`config.mk`:
```
export PLATFORM = sky130hd
export DESIGN_NAME = fault_latch_diag
export DESIGN_NICKNAME = d
export VERILOG_FILES = /design/src/rtl/fdiag_pkg.sv /design/src/rtl/fdiag_delay_ctr.sv /design/src/rtl/fdiag_chan_fsm.sv /design/src/rtl/fault_latch_diag.sv
export SDC_FILE = /design/constraint.sdc
export NUM_CORES = 1
export LEC_CHECK = 0
export ABC_AREA = 1
export ABC_CLOCK_PERIOD_IN_PS = 1800
export BUFFER_PORTS_ARGS = -buffer_cell sky130_fd_sc_hd__buf_2
export CAP_MARGIN = 20
export CORE_MARGIN = 2
export CORE_UTILIZATION = 55
export CTS_CLUSTER_SIZE = 40
export DETAILED_ROUTE_END_ITERATION = 10
export GPL_TIMING_DRIVEN = 0
export PLACE_DENSITY_LB_ADDON = 0.3
export SYNTH_ARGS = -nofsm -noshare
export SYNTH_HDL_FRONTEND = slang
export SYNTH_SLANG_ARGS = --single-unit
```
`constraint.sdc`:
```
create_clock -name clk -period 1.8 [get_ports clk]
set_input_delay 0.18 -clock clk [delete_from_list [all_inputs] [get_ports clk]]
set_output_delay 0.18 -clock clk [all_outputs]
set_load 0.05 [all_outputs]
```
`src/rtl/fdiag_pkg.sv`:
```
package fdiag_pkg;

    typedef enum logic [2:0] {
        CH_STBY    = 3'd0,
        CH_IDLE    = 3'd1,
        CH_OL_WAIT = 3'd2,
        CH_ON      = 3'd3,
        CH_OC_WAIT = 3'd4,
        CH_TRIPPED = 3'd5
    } ch_state_t;

    function automatic int unsigned max_ticks(input int unsigned a, input int unsigned b);
        return (a > b) ? a : b;
    endfunction

endpackage

```
`src/rtl/fdiag_delay_ctr.sv`:
```
module fdiag_delay_ctr #(
    parameter int CW = 8
) (
    input  logic          clk,
    input  logic          rst_n,
    input  logic          run,
    input  logic [CW-1:0] limit_m1,
    output logic          done
);

    logic [CW-1:0] cnt_q;

    always_ff @(posedge clk or negedge rst_n) begin
        if (!rst_n) begin
            cnt_q <= '0;
        end else if (run) begin
            cnt_q <= cnt_q + 1'b1;
        end else begin
            cnt_q <= '0;
        end
    end

    assign done = (cnt_q == limit_m1);

    // window counter never passes the selected limit (R3, R6 restart logic)
    p_cnt_within_window_r3: assert property (@(posedge clk) disable iff (!rst_n)
        cnt_q <= limit_m1);

endmodule

```
`src/rtl/fdiag_chan_fsm.sv`:
```
module fdiag_chan_fsm
    import fdiag_pkg::*;
#(
    parameter int CW        = 8,
    parameter int OVL_TICKS = 40,
    parameter int OL_TICKS  = 100
) (
    input  logic clk,
    input  logic rst_n,
    input  logic gate_on_i,
    input  logic stby_i,
    input  logic diag_en_i,
    input  logic oc_i,
    input  logic ot_i,
    input  logic out_low_i,
    output logic prot_o,
    output logic ol_o,
    output logic fault_off_o
);

    localparam logic [CW-1:0] OVL_M1 = CW'(OVL_TICKS - 1);
    localparam logic [CW-1:0] OL_M1  = CW'(OL_TICKS - 1);

    ch_state_t     state_q, state_d;
    logic          ol_q, ol_d;
    logic          cnt_run;
    logic          cnt_done;
    logic [CW-1:0] cnt_limit;
    logic          ol_cond;

    assign ol_cond   = diag_en_i && out_low_i;
    assign cnt_limit = (state_q == CH_OL_WAIT) ? OL_M1 : OVL_M1;

    fdiag_delay_ctr #(.CW(CW)) u_dly (
        .clk      (clk),
        .rst_n    (rst_n),
        .run      (cnt_run),
        .limit_m1 (cnt_limit),
        .done     (cnt_done)
    );

    // next state, counter control and open-load flag update
    always_comb begin
        state_d = state_q;
        cnt_run = 1'b0;
        ol_d    = ol_q;
        if (stby_i) begin
            state_d = CH_STBY;
            ol_d    = 1'b0;
        end else begin
            unique case (state_q)
                CH_STBY: begin
                    state_d = CH_IDLE;
                end
                CH_IDLE: begin
                    if (gate_on_i) begin
                        state_d = CH_ON;
                    end else if (ol_cond) begin
                        state_d = CH_OL_WAIT;
                        cnt_run = 1'b1;
                    end
                end
                CH_OL_WAIT: begin
                    if (gate_on_i) begin
                        state_d = CH_ON;
                    end else if (!ol_cond) begin
                        state_d = CH_IDLE;
                    end else if (cnt_done) begin
                        state_d = CH_IDLE;
                        ol_d    = 1'b1;
                    end else begin
                        cnt_run = 1'b1;
                    end
                end
                CH_ON: begin
                    if (!gate_on_i) begin
                        state_d = CH_IDLE;
                    end else if (ot_i) begin
                        state_d = CH_TRIPPED;
                    end else if (oc_i) begin
                        state_d = CH_OC_WAIT;
                        cnt_run = 1'b1;
                    end
                end
                CH_OC_WAIT: begin
                    if (!gate_on_i) begin
                        state_d = CH_IDLE;
                    end else if (ot_i) begin
                        state_d = CH_TRIPPED;
                    end else if (!oc_i) begin
                        state_d = CH_ON;
                    end else if (cnt_done) begin
                        state_d = CH_TRIPPED;
                    end else begin
                        cnt_run = 1'b1;
                    end
                end
                CH_TRIPPED: begin
                    state_d = CH_TRIPPED;
                end
                default: begin
                    state_d = CH_STBY;
                end
            endcase
        end
    end

    // state register
    always_ff @(posedge clk or negedge rst_n) begin
        if (!rst_n) begin
            state_q <= CH_STBY;
            ol_q    <= 1'b0;
        end else begin
            state_q <= state_d;
            ol_q    <= ol_d;
        end
    end

    // outputs
    always_comb begin
        prot_o      = (state_q == CH_TRIPPED);
        fault_off_o = (state_q == CH_TRIPPED);
        ol_o        = ol_q;
    end

    // protection flag only rises after a sampled gate request
    p_prot_needs_gate_r10: assert property (@(posedge clk) disable iff (!rst_n)
        $rose(prot_o) |-> $past(gate_on_i));

    // standby clears everything at the edge it is sampled
    p_stby_clears_r9: assert property (@(posedge clk) disable iff (!rst_n)
        $past(stby_i) |-> (!prot_o && !ol_o && !fault_off_o));

    // protection flag is sticky without standby
    p_prot_sticky_r8: assert property (@(posedge clk) disable iff (!rst_n)
        (prot_o && !stby_i) |=> prot_o);

    // open-load flag is sticky without standby
    p_ol_sticky_r8: assert property (@(posedge clk) disable iff (!rst_n)
        (ol_o && !stby_i) |=> ol_o);

    // open-load only rises from an off, diagnosed, output-low sample
    p_ol_only_off_r7: assert property (@(posedge clk) disable iff (!rst_n)
        $rose(ol_o) |-> $past(!gate_on_i && diag_en_i && out_low_i && !prot_o));

    // tripped channel holds fault-off while gate toggles
    p_trip_holds_r5: assert property (@(posedge clk) disable iff (!rst_n)
        (fault_off_o && !stby_i) |=> fault_off_o);

endmodule

```
`src/rtl/fault_latch_diag.sv`:
```
module fault_latch_diag
    import fdiag_pkg::*;
#(
    parameter int NCH       = 8,
    parameter int OVL_TICKS = 40,
    parameter int OL_TICKS  = 100
) (
    input  logic           clk,
    input  logic           rst_n,
    input  logic [NCH-1:0] gate_on,
    input  logic [NCH-1:0] stby,
    input  logic           diag_en,
    input  logic [NCH-1:0] oc_det,
    input  logic [NCH-1:0] ot_det,
    input  logic [NCH-1:0] out_low,
    output logic [NCH-1:0] prot_flag,
    output logic [NCH-1:0] open_flag,
    output logic [NCH-1:0] fault_off
);

    localparam int MAXT = max_ticks(OVL_TICKS, OL_TICKS);
    localparam int CW   = $clog2(MAXT + 1);

    initial begin
        if (OVL_TICKS < 2 || OL_TICKS < 2) begin
            $error("fault_latch_diag: delay windows must be at least 2 ticks");
        end
    end

    for (genvar gi = 0; gi < NCH; gi++) begin : g_ch
        fdiag_chan_fsm #(
            .CW        (CW),
            .OVL_TICKS (OVL_TICKS),
            .OL_TICKS  (OL_TICKS)
        ) u_ch (
            .clk         (clk),
            .rst_n       (rst_n),
            .gate_on_i   (gate_on[gi]),
            .stby_i      (stby[gi]),
            .diag_en_i   (diag_en),
            .oc_i        (oc_det[gi]),
            .ot_i        (ot_det[gi]),
            .out_low_i   (out_low[gi]),
            .prot_o      (prot_flag[gi]),
            .ol_o        (open_flag[gi]),
            .fault_off_o (fault_off[gi])
        );
    end

endmodule

```
==> metrics.md, run 1 <==
| Metric | Value |
|---|---|
| Status | finished, final reports clean |
| Fin crit share | 0.931 |
| Slew Viols, Final | 0 |
| Clock Tree Buf Depth | 2 |
| Max incr delay on CP | 0.43 ns |
| Syn-to-layout area delta | 12.4% |
| Final ANT Viol Nets | 0 |
| CP Capture Type | output port |
| Synth async-reset ratio | 1.00 |
| Sequential share of the synthesized area | 0.365 |
| Storage element area | 0.00220 sq mm |
| Hold Fails Final Rpt | 0 |
| Post-CTS setup buffers | 0 |
| Dpl cells | 1085 |
| Minimum clock period | 1.68 ns |
| Sw frac | 0.283 |
| Worst hold margin | 0.0328 ns |
| Pwr dens | 597 mW/mm^2 |
| Largest net degree at the start of global routing | 51 |
| Yosys top cell area share | 0.365 |
| Initial Util | 0.561 |
| Share of layout cells above drive strength 1 | 0.159 |
| Die height | 109 um |
| DP HPWL | 8.79 mm |
| Clock tree sinks | 88 |
| Row cnt | 38 |
| HP Class | input port to flip-flop |
| Root Driver | clkbuf_8 |
| Synthesized area | 0.00603 sq mm |
| Drt initial violations | 343 |
| Clk network pwr share | 0.339 |
| Ranking of synthesized cells by area | dfrtp_1, nand2_1, nor2_1 |
| Number of buffers added on ports | 65 |
| GP Congestion | 0.888 |
| I/O pin cnt | 67 |
| Final Skew | 0.00967 ns |
| CTS tree | built |
| Die area | 0.0118 sq mm |
| Overall Power | 4.05 mW |
| Drc violations | 0 |
| Htree depth | 3 |
| Most frequent cells in the layout | nand2_1, nor2_1, inv_1 |
| CP delay by family, top | buffers and inverters |
| Max Cap Viol | 0 |
| WP data required | 1.62 ns |
| Setup Viol. Count Final | 0 |
| CTS Buf Count | 9 |
| RSZ-0062 raised after global routing | false |
| Vias per cell | 5.06 |
| Net count, final | 1009 |
| Synth Instances | 879 |
| Synth unique cells | 30 |
| Slew HR | 0.652 |
| WL/cell | 10.5 um |
| Cts repair resizes | 0 |
| WP data arrival | 1.50 ns |
| WP buf/inv | 4 |
| Dominant synthesized flop cell | dfrtp_1 |
| Sequential Power Share | 0.514 |
| Worst setup path class | flip-flop to output port |
| First-pass GRT wire length | 20.0 mm |
| Worst-path fanout max | 5 |
| Initial antenna violation count | 0 |
| Commonest non-fill, non-tap cell in the layout | nand2_1 |
| Die W | 109 um |
| NetSw | 1.14 mW |
| Kind of start point of the critical path | flip-flop |
| Worst slew pin tran | 0.522 ns |
| DR vias | 5578 |
| GRT Util Overall | 0.208 |
| P_int | 2.90 mW |
| Worst path slowest cell | dfrtp_1 |
| Post-Route WL | 11.6 mm |
| FF-to-FF setup slack | 0.21 ns |
| Non-filler cells in the finished layout | 1103 |
| Syn_area_per_cell | 6.86 sq um |
| Max frequency | 597 MHz |
| Number of synthesized flops with an enable pin | 0 |
| Syn. warnings | 0 |
| Final core occ | 0.631 |
| Leak | 3.77 nW |
| Drt first pass iters | 5 |
| Comb power frac | 0.147 |
| Grt ovf | 0 |
| Core Area | 0.0107 sq mm |
| Vias in the first global route | 4891 |
| Clock latency on the worst-skew pair | 0.35 ns |
| Syn Nets | 930 |
| Worst-path clk slew | 0.09 ns |
| Critical-path cell list | inv_1 > nand3_1 > inv_1 > buf_4 > buf_2 |
| Seq cells post-synth | 88 |
| Worst IR drop on VDD | 0.311 mV |
| Antenna Cells | 0 |
| Cell taking the most area after synthesis | dfrtp_1 |
| Fill cell count | 1006 |
| Crit-path most repeated cell | inv_1 |
| Area of the multi-input gates | 0.00314 sq mm |
[metal layers]
layer  track usage  routed length (um)  part of all wire  up-vias
met3        0.0293                 450             0.039       13
met2         0.359                5540              0.48      101
met5             0                   0                 0        -
met4        0.0815                 166             0.014        0
li1              -                   -                 -     2932
met1         0.263                5460              0.47     2532
[power by group through the flow]
stage / Sequential [mW] / Combinational, mW / Clock [mW]
4_1_cts: 2.08 / 0.595 / 1.43
5_1_grt: 2.09 / 0.678 / 1.51
6_report: 2.08 / 0.593 / 1.37
3_5_place_dp: 2.12 / 0.589 / 0
3_3_place_gp: 2.12 / 0.574 / 0
2_1_floorplan: 2.11 / 0.395 / 0
[logic make-up (layout without fill, tap and decap cells)]
group,count (synthesis),count (layout),synth area share
xor+xnor,40,40,0.0581
compound gates,53,53,0.0484
flops,88,88,0.365
fa+ha+maj,8,8,0.0166
buf+inv,157,241,0.114
simple gates,533,533,0.397
[sequential cells by signal (all words and copies together) (netlist names)]
name	count
g_ch.u_ch.u_dly.cnt_q	56
g_ch.u_ch.state_q	24
g_ch.u_ch.ol_o	8
[repair_timing]
| action | CTS | global route |
|---|---|---|
| hold buffers | 2 | 0 |
| endpoints found under the setup margin | 0 | 0 |
| endpoints found under the hold margin | 39 | 0 |
[area by class of cell]
type	count	area share
multi-input combinational	634	0.463
sequential	88	0.325
inverter	131	0.0726
timing repair buffer	68	0.0554
buffer	26	0.0290
tap	140	0.0259
clock buffer	12	0.0214
clock inverter	4	0.00794
[stage by stage]
stage / setup slack [ns] / cell area [sq um] / TNS, ns
after floorplan: 0.420 / 6030 / 0
after global placement: -0.284 / 6530 / -24.43
after detailed placement: 0.234 / 6560 / 0
after CTS: 0.0888 / 6780 / 0
after global routing: 0.00602 / 6780 / 0
final: 0.125 / 6780 / 0
[worst paths after layout]
check	start	end	cells past startpoint
setup / recovery	g_ch[2].u_ch.state_q[1]	fault_off[2]	5
hold / removal	stby[5]	g_ch[5].u_ch.ol_o	2
setup reg to reg	g_ch[3].u_ch.u_dly.cnt_q[0]	g_ch[3].u_ch.state_q[0]	10
hold reg to reg	g_ch[0].u_ch.u_dly.cnt_q[0]	g_ch[0].u_ch.u_dly.cnt_q[0]	1
max in group asynchronous	rst_n	g_ch[6].u_ch.state_q[2]	3
min in group asynchronous	rst_n	g_ch[3].u_ch.u_dly.cnt_q[3]	2
[cells in the mapped netlist, drive strengths merged, types with 7 or more instances]
cell	count
xor2	31
nand4	43
ha	8
a21boi	7
xnor2	9
nor3	15
nor2	126
inv	131
nand3	77
nand2	258
nor4	8
o21ai	12
a21oi	30
dfrtp	88
buf	26
[worst register-to-register path, delay by kind of cell (launching register included)]
| family | cells | cell delay, ns |
|---|---|---|
| adders and majority gates | 1 | 0.25 |
| and+or+nand+nor | 7 | 0.63 |
| DFF | 1 | 0.40 |
| buffers and inverters | 1 | 0.05 |
| AOI/OAI and AO/OA | 1 | 0.16 |
Power figures use the tool's default switching activity.
==> run 2, diff against run 1 <==
- SYNTH_HIERARCHICAL: not set -> 1
==> run 2 against run 1 <==
Effect of this change: the flow now finishes with violations (negative setup slack); register-to-register slack worse by 0.40 ns; clock power up 39%; synthesized cell count up 47%; sequential power about the same; clock-buffer cell count down 2; maximum frequency down 16%; sequential share of layout area down 12 points; combinational power rose to 3.4 times the previous value; worst setup slack worse by 0.32 ns; die area up 27%; synthesized area up 28%; critical path type is now flip-flop to flip-flop; largest cell class unchanged; highest routed layer unchanged.
==> metrics.md, run 2 <==
| Metric | Value |
|---|---|
| Status | finished with violations |
| Failing checks | negative setup slack |
| Syn-to-layout area delta | 36.6% |
| Initial antenna violation count | 0 (unchanged) |
| Drc violations | 0 (unchanged) |
| CTS Buf Count | 9 (unchanged) |
| Synth unique cells | 26 (-13%) |
| Largest net degree at the start of global routing | 67 (+31%) |
| Sw frac | 0.337 (+0.0546) |
| Drt initial violations | 504 (+47%) |
| Minimum clock period | 1.99 ns (+0.315 ns) |
| Post-Route WL | 20.6 mm (+77%) |
| Worst reg2reg path endpoint | g_ch[2].u_ch/u_dly/cnt_q[5] |
| NetSw | 2.03 mW (+77%) |
| Register-to-Register Path Depth | 15 (+5) |
| Die height | 122 um (+13%) |
| Number of synthesized flops with an enable pin | 0 (unchanged) |
| Max incr delay on CP | 0.37 ns (-0.06 ns) |
| Clock Tree Buf Depth | 2 (unchanged) |
| Setup TNS | -4.95 ns (-4.95 ns) |
| Slew Viols, Final | 0 (unchanged) |
| Kind of start point of the critical path | flip-flop |
| Synth Area in XOR/XNOR | 0.0182 (-0.0400) |
| Pre-CTS setup slack | -0.407 ns (-0.641 ns) |
| Ranking of synthesized cells by area | dfrtp_1, nand2_1, nor2_1 |
| HP Class | input port to flip-flop |
| GP Congestion | 0.906 (+1.9%) |
| Top reg by flops | g_ch.u_ch/u_dly/cnt_q |
| Synth cell count leaders | nand2_1, nor2_1, inv_1, dfrtp_1, nand3_1 |
| GRT Util Overall | 0.255 (+0.0475) |
| Critical path origin | g_ch[2].u_ch/state_q[0] |
| Crit-path most repeated cell | buf_6 |
| Die W | 122 um (+13%) |
| Smallest setup slack after layout | -0.191 ns (-0.315 ns) |
| Root Driver | clkbuf_16 |
| Number of buffers added on ports | 66 (+1.5%) |
| Core Area | 0.0138 sq mm (+28%) |
| CTS tree | built |
| Reg2reg start | g_ch[2].u_ch/state_q[0] |
| Initial Util | 0.560 (-0.00119) |
| Clock latency on the worst-skew pair | 0.35 ns (about the same) |
| Die area | 0.0150 sq mm (+27%) |
| Vias in the first global route | 7395 (+51%) |
| Cell taking the most area after synthesis | dfrtp_1 |
| Worst-path clk slew | 0.06 ns (-0.03 ns) |
| WP data arrival | 2.23 ns (+0.73 ns) |
| RSZ-0062 raised after global routing | true |
| Row cnt | 43 (+13%) |
| Max Cap Viol | 0 (unchanged) |
| Seq cells post-synth | 88 (unchanged) |
| First-pass GRT wire length | 31.2 mm (+56%) |
| P_int | 3.98 mW (+37%) |
| WP data required | 2.04 ns (+0.42 ns) |
| Synth Area in Adders | 0.0130 (-0.00362) |
| Most frequent cell after synthesis | nand2_1 |
| Most frequent cells in the layout | nand2_1, nor2_1, inv_1 |
| Grt ovf | 0 (unchanged) |
| Final ANT Viol Nets | 0 (unchanged) |
| Final core occ | 0.764 (+0.134) |
| Max reg flops | 56 (unchanged) |
| Worst setup path class | flip-flop to flip-flop |
| Critical-path cell list | buf_6 > buf_12 > nor2_4 > nand2_1 > nand2_1 > nand3_2 > nor2_4 > buf_6 > nand2_2 > o211ai_1 > a21oi_2 > buf_6 > buf_4 > nand2_2 > nor2_1 |
| Synth Instances | 1296 (+47%) |
| Dominant synthesized flop cell | dfrtp_1 |
| Mux contribution to synthesized area | 0 (unchanged) |
| Sequential Power Share | 0.349 (-0.165) |
| Setup Viol. Count Final | 67 (+67) |
| DR vias | 8507 (+53%) |
| Synthesized area | 0.00771 sq mm (+28%) |
| DP HPWL | 12.1 mm (+38%) |
| Worst-path fanout max | 6 (+1) |
| Simple-gate share of the synthesized area | 0.478 (+0.0807) |
| Worst path slowest cell | dfrtp_1 |
| Leak | 5.45 nW (+45%) |
| FF-to-FF setup slack | -0.19 ns (-0.40 ns) |
| Sequential share of the synthesized area | 0.286 (-0.0797) |
| Clk network pwr share | 0.316 (-0.023) |
| Comb power frac | 0.335 (+0.188) |
| WL/cell | 12.0 um (+14%) |
| Synth async-reset ratio | 1.00 (unchanged) |
| Compound-cell area share of the yosys netlist | 0.0623 (+0.0140) |
| Fill cell count | 1029 (+2.3%) |
| Hold Fails Final Rpt | 0 (unchanged) |
| Max frequency | 502 MHz (-16%) |
| CP Capture Type | flip-flop |
| Clock tree sinks | 88 (unchanged) |
| Critical Path Sink | g_ch[2].u_ch/u_dly/cnt_q[5] |
| Yosys top cell area share | 0.286 (-0.0797) |
| Fin crit share | 1.11 (+0.175) |
| Vias per cell | 4.95 (-2.1%) |
| I/O pin cnt | 67 (unchanged) |
| Worst IR drop on VDD | 0.474 mV (+52%) |
| Htree depth | 3 (unchanged) |
| Antenna Cells | 0 (unchanged) |
| Final Skew | 0.00730 ns (-0.00236 ns) |
| Drt first pass iters | 5 (unchanged) |
| Syn. warnings | 6 (+6) |
| Share of layout cells above drive strength 1 | 0.316 (+0.158) |
| Commonest non-fill, non-tap cell in the layout | nand2_1 |
| Net count, final | 1586 (+57%) |
| Largest family of logic cells by synthesized area | simple AND/OR/NAND/NOR gates |
| Pwr dens | 571 mW/mm^2 (-4.4%) |
| Syn_area_per_cell | 5.95 sq um (-13%) |
[run 2: cell count changes after synthesis, sizes merged, moves of 20 or more]
cell / previous run / this run
xor2: 31 / 8
nor2: 126 / 312
nand4: 43 / 16
nand2: 258 / 424
inv: 131 / 192
o21ai: 12 / 32
[run 2: timing repair]
| item | 4_1_cts | 5_1_grt |
|---|---|---|
| setup buffers | 82 | 34 |
| pin swaps | 96 | 107 |
| hold buffers | 1 | 0 |
| endpoints found under the hold margin | 22 | 0 |
| setup endpoints to repair | 80 | 94 |
| gates cloned | 0 | 0 |
| resized for setup | 157 | 149 |
[run 2: how the worst min path moves through the flow]
| stage | from | endpoint | slack, ns | cells after the start |
|---|---|---|---|---|
| final | stby[1] | g_ch[1].u_ch/ol_o | 0.11 | 2 |
| after global routing | stby[5] | g_ch[5].u_ch/ol_o | 0.1 | 2 |
| after CTS | stby[5] | g_ch[5].u_ch/ol_o | 0.09 | 2 |
| after detailed placement | rst_n | g_ch[5].u_ch/state_q[2] | 0.11 | 1 |
| after global placement | stby[5] | g_ch[5].u_ch/ol_o | 0.46 | 2 |
| after floorplan | rst_n | g_ch[0].u_ch/ol_o | -0.12 | 0 |
[run 2: power by group through the flow]
stage	sequential (mW)	clock [mW]	combinational [mW]
6_report	2.10	1.90	2.01
5_1_grt	2.11	2.04	2.20
4_1_cts	2.08	1.95	1.75
3_5_place_dp	2.11	0	1.34
3_3_place_gp	2.11	0	1.32
2_1_floorplan	2.11	0	1.03
[run 2: cell families after synthesis]
kind of cell / Yosys count
other: 16
buffers and inverters: 224
flip-flops: 88
AO/OA/AOI/OAI: 80
AND/OR/NAND/NOR: 864
adder cells (fa/ha/maj): 8
XOR/XNOR: 16
[run 2: area by class of cell]
class | instances | area [sq um] | share of cell area
Tap cell | 180 | 225 | 0.0214
Clock buffer | 10 | 239 | 0.0227
Multi-Input combinational cell | 1040 | 5360 | 0.509
Buffer | 24 | 259 | 0.0246
Clock inverter | 5 | 57.6 | 0.00547
Inverter | 192 | 818 | 0.0777
Timing Repair Buffer | 180 | 1360 | 0.129
Sequential cell | 88 | 2210 | 0.210
[run 2: layer usage]
layer	track usage	up-vias	wire length (um)
met5	0	-	0
met3	0.0330	37	880
li1	-	4350	-
met4	0.0920	0	417
met2	0.452	243	10600
met1	0.318	3877	8700
[run 2: critical path, delay by kind of cell, from the launching register on]
kind	cells	cell delay, ns
AOI/OAI and AO/OA	2	0.24
DFF	1	0.37
buffers and inverters	5	0.64
and+or+nand+nor	8	0.62
[run 2: per-stage QoR]
step                instance area [sq um]  power (mW)  instances  hold WS [ns]
floorplan                            8010        3.13       1352        -0.116
global placement                     8560        3.43       1598         0.462
detailed placement                   8590        3.46       1599         0.110
CTS                                  9970        5.78       1696        0.0864
global route                        10500        6.35       1719        0.0963
finish                              10500        6.01       1719         0.105
